**src/rtl/xcvr_status_pkg.sv**
```systemverilog
// Package: shared pin vector type and byte bit positions for the status byte.
// Assumes: the bit positions are fixed by host software that decodes the byte.
package xcvr_status_pkg;
    localparam int NUM_PINS = 5;

    typedef struct packed {
        logic txdis;
        logic rs1;
        logic rs0;
        logic fault;
        logic los;
    } pin_vec_t;

    localparam int BIT_TXDIS_PIN = 7;
    localparam int BIT_SOFT_TX   = 6;
    localparam int BIT_RS1_PIN   = 5;
    localparam int BIT_RS0_PIN   = 4;
    localparam int BIT_SOFT_RATE = 3;
    localparam int BIT_FAULT_PIN = 2;
    localparam int BIT_LOS_PIN   = 1;
    localparam int BIT_NOT_READY = 0;
endpackage

```
**src/rtl/xcvr_pin_sync.sv**
```systemverilog
// Module: multi-bit, multi-stage synchronizer for independent level signals.
// Assumes: each bit is an unrelated slow level, so per-bit sync is enough.
module xcvr_pin_sync #(
    parameter int WIDTH  = 5,
    parameter int STAGES = 2
) (
    input  logic             clk,
    input  logic             rst_n,
    input  logic [WIDTH-1:0] async_i,
    output logic [WIDTH-1:0] sync_o
);
    logic [WIDTH-1:0] stage_q [STAGES];

    // First stage: capture the raw asynchronous levels.
    always_ff @(posedge clk) begin
        if (!rst_n) stage_q[0] <= '0;
        else        stage_q[0] <= async_i;
    end

    // Remaining stages: shift the captured level along the chain.
    for (genvar s = 1; s < STAGES; s++) begin : g_stage
        always_ff @(posedge clk) begin
            if (!rst_n) stage_q[s] <= '0;
            else        stage_q[s] <= stage_q[s-1];
        end
    end

    assign sync_o = stage_q[STAGES-1];
endmodule

```
**src/rtl/xcvr_sample_pacer.sv**
```systemverilog
// Module: periodic tick generator plus a snapshot of the synchronized pins.
// Assumes: TICK_DIV >= 2; the tick period times the clock period is far below 100 ms.
module xcvr_sample_pacer
    import xcvr_status_pkg::*;
#(
    parameter int TICK_DIV = 100000
) (
    input  logic     clk,
    input  logic     rst_n,
    input  pin_vec_t pins_i,
    output pin_vec_t snap_o
);
    localparam int CW = (TICK_DIV > 1) ? $clog2(TICK_DIV) : 1;
    localparam logic [CW-1:0] LAST = CW'(TICK_DIV - 1);

    logic [CW-1:0] cnt_q;
    logic          tick;
    pin_vec_t      snap_q;

    assign tick = (cnt_q == LAST);

    // Free-running divider that wraps every TICK_DIV cycles.
    always_ff @(posedge clk) begin
        if (!rst_n)    cnt_q <= '0;
        else if (tick) cnt_q <= '0;
        else           cnt_q <= cnt_q + 1'b1;
    end

    // Snapshot register: loads the pin levels on each tick.
    always_ff @(posedge clk) begin
        if (!rst_n)    snap_q <= '0;
        else if (tick) snap_q <= pins_i;
    end

    assign snap_o = snap_q;

    AST_SNAP_ONLY_ON_TICK: assert property (@(posedge clk) disable iff (!rst_n)
        !tick |=> $stable(snap_q));
    AST_TICK_SINGLE: assert property (@(posedge clk) disable iff (!rst_n)
        tick |=> !tick);
endmodule

```
**src/rtl/xcvr_soft_ctl.sv**
```systemverilog
// Module: host-writable soft-control bits and the sticky not-ready flag.
// Assumes: the write strobe and meas_done are synchronous to clk.
module xcvr_soft_ctl #(
    parameter bit SOFT_TXDIS_EN = 1'b1,
    parameter bit SOFT_RATE_EN  = 1'b1
) (
    input  logic clk,
    input  logic rst_n,
    input  logic wr_en_i,
    input  logic wr_tx_bit_i,
    input  logic wr_rate_bit_i,
    input  logic meas_done_i,
    output logic soft_tx_o,
    output logic soft_rate_o,
    output logic not_ready_o
);
    logic not_ready_q;

    if (SOFT_TXDIS_EN) begin : g_soft_tx
        logic tx_q;
        // Soft transmit-disable bit: loads on a write, otherwise holds.
        always_ff @(posedge clk) begin
            if (!rst_n)       tx_q <= 1'b0;
            else if (wr_en_i) tx_q <= wr_tx_bit_i;
        end
        assign soft_tx_o = tx_q;
    end else begin : g_no_soft_tx
        assign soft_tx_o = 1'b0;
    end

    if (SOFT_RATE_EN) begin : g_soft_rate
        logic rate_q;
        // Soft rate-select bit: loads on a write, otherwise holds.
        always_ff @(posedge clk) begin
            if (!rst_n)       rate_q <= 1'b0;
            else if (wr_en_i) rate_q <= wr_rate_bit_i;
        end
        assign soft_rate_o = rate_q;
    end else begin : g_no_soft_rate
        assign soft_rate_o = 1'b0;
    end

    // Not-ready flag: set by reset, cleared for good by the first meas_done.
    always_ff @(posedge clk) begin
        if (!rst_n)          not_ready_q <= 1'b1;
        else if (meas_done_i) not_ready_q <= 1'b0;
    end

    assign not_ready_o = not_ready_q;

    AST_NRDY_STICKY: assert property (@(posedge clk) disable iff (!rst_n)
        !not_ready_q |=> !not_ready_q);
    AST_NRDY_CLEAR: assert property (@(posedge clk) disable iff (!rst_n)
        meas_done_i |=> !not_ready_q);
    AST_SOFT_HOLD: assert property (@(posedge clk) disable iff (!rst_n)
        !wr_en_i |=> ($stable(soft_tx_o) && $stable(soft_rate_o)));
endmodule

```
**src/rtl/xcvr_status_ctl.sv**
```systemverilog
// Module: top of the transceiver status/control byte.
// Assumes: pins are asynchronous levels; writes, reads and meas_done are on clk.
module xcvr_status_ctl
    import xcvr_status_pkg::*;
#(
    parameter int TICK_DIV      = 100000,
    parameter int SYNC_STAGES   = 2,
    parameter bit SOFT_TXDIS_EN = 1'b1,
    parameter bit SOFT_RATE_EN  = 1'b1
) (
    input  logic       clk,
    input  logic       rst_n,
    input  logic       pin_txdis_i,
    input  logic       pin_rs1_i,
    input  logic       pin_rs0_i,
    input  logic       pin_fault_i,
    input  logic       pin_los_i,
    input  logic       wr_en_i,
    input  logic [7:0] wr_data_i,
    output logic [7:0] rd_data_o,
    input  logic       meas_done_i,
    output logic       txdis_eff_o,
    output logic       rate_sel_eff_o
);
    pin_vec_t raw_pins;
    pin_vec_t sync_pins;
    pin_vec_t snap_pins;
    logic     soft_tx;
    logic     soft_rate;
    logic     not_ready;

    assign raw_pins = '{txdis: pin_txdis_i, rs1: pin_rs1_i, rs0: pin_rs0_i,
                        fault: pin_fault_i, los: pin_los_i};

    xcvr_pin_sync #(.WIDTH(NUM_PINS), .STAGES(SYNC_STAGES)) u_sync (
        .clk     (clk),
        .rst_n   (rst_n),
        .async_i (raw_pins),
        .sync_o  (sync_pins)
    );

    xcvr_sample_pacer #(.TICK_DIV(TICK_DIV)) u_pacer (
        .clk    (clk),
        .rst_n  (rst_n),
        .pins_i (sync_pins),
        .snap_o (snap_pins)
    );

    xcvr_soft_ctl #(.SOFT_TXDIS_EN(SOFT_TXDIS_EN), .SOFT_RATE_EN(SOFT_RATE_EN)) u_soft (
        .clk           (clk),
        .rst_n         (rst_n),
        .wr_en_i       (wr_en_i),
        .wr_tx_bit_i   (wr_data_i[BIT_SOFT_TX]),
        .wr_rate_bit_i (wr_data_i[BIT_SOFT_RATE]),
        .meas_done_i   (meas_done_i),
        .soft_tx_o     (soft_tx),
        .soft_rate_o   (soft_rate),
        .not_ready_o   (not_ready)
    );

    // Effective controls: soft request ORed with the synchronized pin.
    always_comb begin
        txdis_eff_o    = sync_pins.txdis | soft_tx;
        rate_sel_eff_o = sync_pins.rs0   | soft_rate;
    end

    // Status byte assembly at the fixed decoded bit positions.
    always_comb begin
        rd_data_o                = '0;
        rd_data_o[BIT_TXDIS_PIN] = snap_pins.txdis;
        rd_data_o[BIT_SOFT_TX]   = soft_tx;
        rd_data_o[BIT_RS1_PIN]   = snap_pins.rs1;
        rd_data_o[BIT_RS0_PIN]   = snap_pins.rs0;
        rd_data_o[BIT_SOFT_RATE] = soft_rate;
        rd_data_o[BIT_FAULT_PIN] = snap_pins.fault;
        rd_data_o[BIT_LOS_PIN]   = snap_pins.los;
        rd_data_o[BIT_NOT_READY] = not_ready;
    end

    AST_SOFT_TX_FORCES: assert property (@(posedge clk) disable iff (!rst_n)
        rd_data_o[BIT_SOFT_TX] |-> txdis_eff_o);
    AST_SOFT_RATE_FORCES: assert property (@(posedge clk) disable iff (!rst_n)
        rd_data_o[BIT_SOFT_RATE] |-> rate_sel_eff_o);
    AST_WRITE_TAKES: assert property (@(posedge clk) disable iff (!rst_n)
        (wr_en_i && SOFT_TXDIS_EN) |=> (rd_data_o[BIT_SOFT_TX] == $past(wr_data_i[BIT_SOFT_TX])));
    AST_NOSOFT_TX: assert property (@(posedge clk) disable iff (!rst_n)
        !SOFT_TXDIS_EN |-> !rd_data_o[BIT_SOFT_TX]);
endmodule

```
**config.mk**
```make
export PLATFORM = sky130hd
export DESIGN_NAME = xcvr_status_ctl
export DESIGN_NICKNAME = d
export VERILOG_FILES = /design/src/rtl/xcvr_status_pkg.sv /design/src/rtl/xcvr_pin_sync.sv /design/src/rtl/xcvr_sample_pacer.sv /design/src/rtl/xcvr_soft_ctl.sv /design/src/rtl/xcvr_status_ctl.sv
export SDC_FILE = /design/constraint.sdc
export NUM_CORES = 1
export LEC_CHECK = 0
export ABC_AREA = 1
export CORE_MARGIN = 2
export CORE_UTILIZATION = 55
export DETAILED_ROUTE_END_ITERATION = 7
export DONT_BUFFER_PORTS = 1
export GPL_TIMING_DRIVEN = 0
export MAX_ROUTING_LAYER = met4
export PLACE_DENSITY = 0.84
export SKIP_CTS_REPAIR_TIMING = 1
export SLEW_MARGIN = 20
export SYNTH_ARGS = -nofsm -noshare
export SYNTH_HDL_FRONTEND = slang
export SYNTH_HIERARCHICAL = 1
export SYNTH_SLANG_ARGS = --single-unit
```
**constraint.sdc**
```tcl
create_clock -name clk -period 1.4 [get_ports clk]
set_clock_uncertainty 0.15 [all_clocks]
set_input_delay 0.07 -clock clk [delete_from_list [all_inputs] [get_ports clk]]
set_output_delay 0.07 -clock clk [all_outputs]
set_load 0.05 [all_outputs]
```
==> results of run 1 <==
[stage by stage]
step	setup slack [ns]	power, uW	cell area, sq um	hold WS (ns)	setup TNS [ns]
floorplan	0.0212	1160	1590	-0.00377	0
finish	-0.0679	1850	2040	0.233	-0.876
global placement	-0.128	1170	1630	-0.00292	-1.41
global route	-0.141	1930	2040	0.241	-2.40
CTS	-0.179	1780	1700	-0.344	-2.32
detailed placement	-0.160	1180	1630	0.00293	-1.89
[cells in the final DEF (no fill, tap or decap), types with 3 or more instances in the layout]
cell type,Yosys,final
dfxtp_1,35,24
nor2_4,4,5
nand2_1,52,51
buf_4,3,14
nand4_1,9,9
inv_2,5,6
dfxtp_2,0,9
a21oi_1,11,7
o21ai_0,4,4
nand3b_1,3,3
nand3_1,5,5
nor2_2,0,8
dlygate4sd3_1,0,17
a21oi_2,0,4
inv_1,36,35
nand2_2,3,3
nor2_1,35,26
clkbuf_4,0,5
[report_power, final]
group / total (uW) / leakage, uW / switching [uW] / internal (uW)
combinational: 186 / 0.000537 / 98.7 / 87.7
sequential: 1040 / 0.000291 / 17.5 / 1020
clock: 628 / 0.0000375 / 335 / 294
total: 1850 / 0.000866 / 451 / 1400
[state kept, by name, summed over array words and instances, names as in the netlist]
register,count
u_pacer/cnt_q,17
u_pacer/snap_o,5
u_soft/not_ready_o,1
u_soft/soft_rate_o,1
u_soft/soft_tx_o,1
u_sync/stage_q,10
[worst max-delay path, delay by kind of cell (launching register included)]
kind,cells,cell delay [ns]
flops,1,0.35
buf+inv,2,0.25
simple gates,5,0.60
[worst paths after layout]
path | start | endpoint | slack, ns | cells past startpoint
hold / removal | rst_n | u_soft/not_ready_o | 0.23 | 2
setup / recovery | u_pacer/cnt_q[5] | u_pacer/cnt_q[5] | -0.07 | 7
setup reg to reg | u_pacer/cnt_q[5] | u_pacer/cnt_q[5] | -0.07 | 7
hold reg to reg | u_sync/stage_q[0][1] | u_sync/stage_q[1][1] | 0.27 | 2
[final cells by class]
| class | instances | area share (%) |
|---|---|---|
| flip-flops and latches | 35 | 35.2 |
| inverters | 42 | 7.72 |
| repair buffers | 29 | 13.6 |
| clock buffers | 7 | 3.18 |
| clock inverters | 1 | 0.367 |
| plain buffers | 5 | 2.39 |
| well taps | 31 | 1.90 |
| multi-input cells | 137 | 35.6 |
[layer usage]
layer  track usage, %  routed length, microns
met1             23.9                    1490
met2             29.1                    1880
met3             8.39                     179
met4             6.31                      21
met5                -                       0
[logic make-up (layout without fill, tap and decap cells)]
kind of cell,count (synthesis),after routing,synth area share (%)
buffers and inverters,47,84,12.9
DFF,35,35,44.7
AOI/OAI and AO/OA,16,16,5.26
and+or+nand+nor,117,117,34.7
xor gates and xnor gates,3,3,1.67
adders and majority gates,1,1,0.797
==> qor.txt, run 1 <==
max_slew headroom -> 63.7%
Wirelength per Cell -> 12.4 microns
TritonCTS Sinks -> 35
Fillers -> 180
f_max -> 681 MHz
Ys Warns -> 6
worst hold path class -> in2reg
Worst setup SP type -> register
commonest cells in the netlist -> 52 x nand2_1, 36 x inv_1, 35 x dfxtp_1, 35 x nor2_1, 11 x a21oi_1
die area -> 3300 sq um
Avg Inst Size Synth -> 7.16 sq um
Worst-Margin Slew -> 0.544 ns
CP max-delay cell -> dfxtp_1
Post-Layout Cell Count -> 287
worst path arrival time -> 1.55 ns
most used flip-flop cell after synthesis -> dfxtp_1
routed vias -> 1443
Global Route Usage Sum -> 19.6%
number of hold violations in the final report -> 0
Root Driver -> clkbuf_4
Register Area -> 719 sq um
Residual DRC -> 0
ANT cells -> 0
main area contributors after synthesis -> dfxtp_1 45%, nand2_1 12%, inv_1 8.6%, nor2_1 8.4%, nand4_1 3.6%
H-Tree Depth -> 2
first-pass GRT wire length -> 4810 microns
final WL -> 3570 microns
critical-path maximum fanout -> 7
Die Y-Extent -> 57.4 microns
Ports -> 27
Via density -> 5.03
status -> complete, but fails checks
syn nets -> 237
post-route clock period utilization -> 105%
Rows -> 19
crit path kind -> reg2reg
Final GP Congestion -> 0.828
top cell type's share of synthesized area -> 44.7%
Area growth syn-to-layout -> 30.2%
leakage power -> 0.000866 uW
post-route worst setup slack -> -0.0679 ns
largest net degree at the start of global routing -> 12
RSZ-0062 raised after global routing -> true
Final Setup Violations -> 20
largest area contributor in the netlist -> dfxtp_1
PD cells -> 906 nW/um^2
synthesized area -> 1570 sq um
die width -> 57.4 microns
remaining global-route overflow -> 0
Peak VDD IR -> 0.00105 V
Util after Layout -> 74.7%
layout cells sized above 1 -> 26.2%
Post-DP HPWL -> 2020 microns
Worst Path Required -> 1.48 ns
initial DRC count -> 62
multi-input combinational cell area -> 728 sq um
Worst path max stage delay -> 0.35 ns
distinct cell type count after synthesis -> 23
failing checks -> setup timing
clk buf depth -> 2
register area share after synthesis -> 44.7%
most frequent cell after synthesis -> nand2_1
initial antenna violation count -> 0
TritonRoute pass-1 iters -> 4
CP endpoint kind -> register
worst path cell trace -> inv_2 -> nand3_1 -> nor2_4 -> nand3_2 -> nand2_4 -> clkbuf_16 -> nor2_2
core area -> 2730 sq um
register bit total from synthesis -> 35
Initial Util -> 57.4%
TritonCTS clock tree -> done
Async SR Flop Fraction -> 0%
Clock Latency Late Sink -> 0.33 ns
Final nets -> 273
Final min period -> 1.47 ns
clk slew on worst S/H paths -> 0.11 ns
dpl cells -> 250
Final Max Slew Viols -> 0
Mapped Cells -> 219
TritonCTS Buffers -> 5
final antenna-violating net count -> 0
Post-synth EDFFs -> 0
Buffers on Ports -> 0
vias in the first global route -> 1137
MaxCap Viol Count -> 0
No activity file was read; power rests on OpenSTA's default activity.
==> run 2, diff against run 1 <==
--- a/config.mk
+++ b/config.mk
@@ -8,11 +8,12 @@
 export ABC_AREA = 1
 export CORE_MARGIN = 2
 export CORE_UTILIZATION = 55
+export CTS_CLUSTER_DIAMETER = 30
 export DETAILED_ROUTE_END_ITERATION = 7
 export DONT_BUFFER_PORTS = 1
 export GPL_TIMING_DRIVEN = 0
 export MAX_ROUTING_LAYER = met4
-export PLACE_DENSITY = 0.84
+export PLACE_DENSITY = 0.81
 export SKIP_CTS_REPAIR_TIMING = 1
 export SLEW_MARGIN = 20
 export SYNTH_ARGS = -nofsm -noshare
==> constraint.sdc (replaced) <==
create_clock -name clk -period 1.8 [get_ports clk]
set_clock_uncertainty 0.15 [all_clocks]
set_input_delay 0.09 -clock clk [delete_from_list [all_inputs] [get_ports clk]]
set_output_delay 0.09 -clock clk [all_outputs]
set_load 0.05 [all_outputs]
==> run 2 against run 1 <==
Compared with the run above:
- the run now ends clean
- via count fell by 12%
- critical path depth did not move
- global-route usage fell by 0.93 points
- combinational power fell by 41%
- clock power fell by 33%
- final cell count fell by 6.6%
- sequential share of layout area rose by 4.5 points
- largest cell class is now registers
==> qor.txt, run 2 (synthesis results as in run 1) <==
status -> finished, final reports clean (was complete, but fails checks)
Buffers on Ports -> 0 (unchanged)
CP top delay family -> simple AND/OR/NAND/NOR gates (unchanged)
max reg flops -> 17 (unchanged)
final WL -> 2740 microns (was 3570 microns)
Layout Cell Area excl Fill -> 1770 sq um (was 2040 sq um)
remaining global-route overflow -> 0 (unchanged)
final antenna-violating net count -> 0 (unchanged)
Final Setup Violations -> 0 (was 20)
critical-path maximum fanout -> 10 (was 7)
largest register by flop count -> u_pacer/cnt_q (unchanged)
TritonRoute pass-1 iters -> 4 (unchanged)
clk slew on worst S/H paths -> 0.11 ns (about the same)
Hold EP -> u_sync/stage_q[0][2] (was u_soft/not_ready_o)
Worst Path Buf+Inv -> 1 (was 2)
Worst-Margin Slew -> 0.519 ns (was 0.544 ns)
initial DRC count -> 36 (was 62)
Fin Setup TNS -> 0 ns (was -0.876 ns)
Clock Latency Late Sink -> 0.34 ns (was 0.33 ns)
core area -> 2730 sq um (unchanged)
Final min period -> 1.63 ns (was 1.47 ns)
Wirelength per Cell -> 10.2 microns (was 12.4 microns)
TritonCTS Sinks -> 35 (unchanged)
crit path kind -> reg2reg (unchanged)
vias in the first global route -> 1066 (was 1137)
Via density -> 4.76 (was 5.03)
r2r setup slk -> 0.17 ns (was -0.07 ns)
MaxCap Viol Count -> 0 (unchanged)
Worst path max stage delay -> 0.37 ns (was 0.35 ns)
RSZ-0062 raised after global routing -> false (was true)
die area -> 3300 sq um (unchanged)
first-pass GRT wire length -> 4470 microns (was 4810 microns)
Area after DPL -> 1610 sq um (was 1630 sq um)
Peak VDD IR -> 0.000865 V (was 0.00105 V)
Post-DP HPWL -> 1880 microns (was 2020 microns)
largest net degree at the start of global routing -> 13 (was 12)
H-Tree Depth -> 2 (unchanged)
worst path cell trace -> ha_1 -> nand2_1 -> nor2_4 -> nand3_2 -> nand2_4 -> buf_6 -> a21oi_1 (was inv_2 -> nand3_1 -> nor2_4 -> nand3_2 -> nand2_4 -> clkbuf_16 -> nor2_2)
CP endpoint kind -> register (unchanged)
r2r endpoint -> u_pacer/cnt_q[3] (was u_pacer/cnt_q[5])
Area growth syn-to-layout -> 12.5% (was 30.2%)
layout cells sized above 1 -> 11.8% (was 26.2%)
routed vias -> 1276 (was 1443)
Root Driver -> clkbuf_4 (unchanged)
most frequent cells in the layout -> 52 x nand2_1, 36 x inv_1, 35 x nor2_1, 35 x dfxtp_1, 11 x a21oi_1 (was 51 x nand2_1, 35 x inv_1, 26 x nor2_1)
Worst Path Required -> 1.88 ns (was 1.48 ns)
die width -> 57.4 microns (unchanged)
leakage power -> 0.000738 uW (was 0.000866 uW)
Ports -> 27 (unchanged)
Final nets -> 254 (was 273)
Worst setup SP type -> register (unchanged)
Critical R2R Launch -> u_pacer/cnt_q[0] (was u_pacer/cnt_q[5])
ANT cells -> 0 (unchanged)
Hold Startpoint -> pin_rs0_i (was rst_n)
most common cell after layout, fill and taps aside -> nand2_1 (unchanged)
worst hold path class -> in2reg (unchanged)
max_slew headroom -> 65.3% (was 63.7%)
TritonCTS clock tree -> done (unchanged)
Final Max Slew Viols -> 0 (unchanged)
TritonCTS Buffers -> 5 (unchanged)
Rows -> 19 (unchanged)
initial antenna violation count -> 0 (unchanged)
post-route clock period utilization -> 90.4% (was 105%)
number of hold violations in the final report -> 0 (unchanged)
Worst Reg-to-Reg Cells -> 7 (unchanged)
Final GP Congestion -> 0.837 (was 0.828)
Die Y-Extent -> 57.4 microns (unchanged)
hold depth -> 3 (was 2)
Residual DRC -> 0 (unchanged)
PD cells -> 755 nW/um^2 (was 906 nW/um^2)
f_max -> 614 MHz (was 681 MHz)
CP max-delay cell -> dfxtp_1 (unchanged)
Initial Util -> 57.4% (unchanged)
Global Route Usage Sum -> 18.6% (was 19.6%)
clk buf depth -> 2 (unchanged)
worst path arrival time -> 1.71 ns (was 1.55 ns)
[run 2: cell count changes in the layout (fill, tap and decap cells not counted), moves of 2 or more]
cell           previous run  this run
buf_4                    14         3
dfxtp_1                  24        35
dfxtp_2                   9         0
nor2_1                   26        35
nor2_2                    8         0
dlygate4sd3_1            17        10
a21oi_1                   7        11
a21oi_2                   4         0
clkbuf_8                  2         0
dfxtp_4                   2         0
[run 2: worst reg2reg max path, delay by kind of cell, from the launching register on]
| kind | cells | cell delay [ns] |
|---|---|---|
| AO/OA/AOI/OAI | 1 | 0.05 |
| AND/OR/NAND/NOR | 4 | 0.60 |
| adder cells (fa/ha/maj) | 1 | 0.19 |
| buffers and inverters | 1 | 0.17 |
| flip-flops | 1 | 0.37 |
[run 2: worst max path at each step]
| stage | start | to | slack (ns) | depth (start not counted) |
|---|---|---|---|---|
| final | u_pacer/cnt_q[0] | u_pacer/cnt_q[3] | 0.17 | 7 |
| after global routing | u_pacer/cnt_q[0] | u_pacer/cnt_q[15] | 0.02 | 7 |
| after CTS | u_pacer/cnt_q[0] | u_pacer/cnt_q[9] | 0.15 | 7 |
| after detailed placement | u_pacer/cnt_q[0] | u_pacer/cnt_q[9] | 0.17 | 7 |
| after global placement | u_pacer/cnt_q[0] | u_pacer/cnt_q[14] | 0.21 | 7 |
| after floorplan | u_pacer/cnt_q[0] | u_pacer/cnt_q[14] | 0.37 | 7 |
[run 2: layer usage]
| metal | vias up | global-route usage (%) | share of wire, % |
|---|---|---|---|
| li1 | 697 | - | - |
| met3 | 5 | 7.71 | 2.6 |
| met1 | 551 | 22.7 | 47 |
| met4 | 0 | 8.97 | 2.0 |
| met5 | - | - | 0 |
| met2 | 23 | 26.5 | 48 |
[run 2: stage by stage]
| stage | utilization, % | std cells | total power, uW | hold slack (ns) | setup WS (ns) |
|---|---|---|---|---|---|
| after floorplan | - | 219 | 899 | 0.0162 | 0.370 |
| after global placement | 58.8 | 250 | 907 | 0.0209 | 0.208 |
| after detailed placement | 58.8 | 250 | 910 | 0.0298 | 0.171 |
| after CTS | 60.9 | 258 | 1320 | -0.337 | 0.155 |
| after global routing | 64.6 | 268 | 1400 | 0.216 | 0.0238 |
| final | 64.6 | 268 | 1330 | 0.237 | 0.173 |
[run 2: cell type report]
type | instances | area, sq um
fill | 246 | 968
sequential | 35 | 701
multi-input combinational | 137 | 666
inverter | 42 | 158
timing repair buffer | 10 | 100
buffer | 5 | 45.0
tap | 31 | 38.8
clock buffer | 5 | 37.5
clock inverter | 3 | 20.0
[run 2: where the power goes]
part           total, uW  internal, uW  switching, uW
logic                109          41.2           68.0
registers            805           795           10.2
clock network        418           149            269
total               1330           985            348
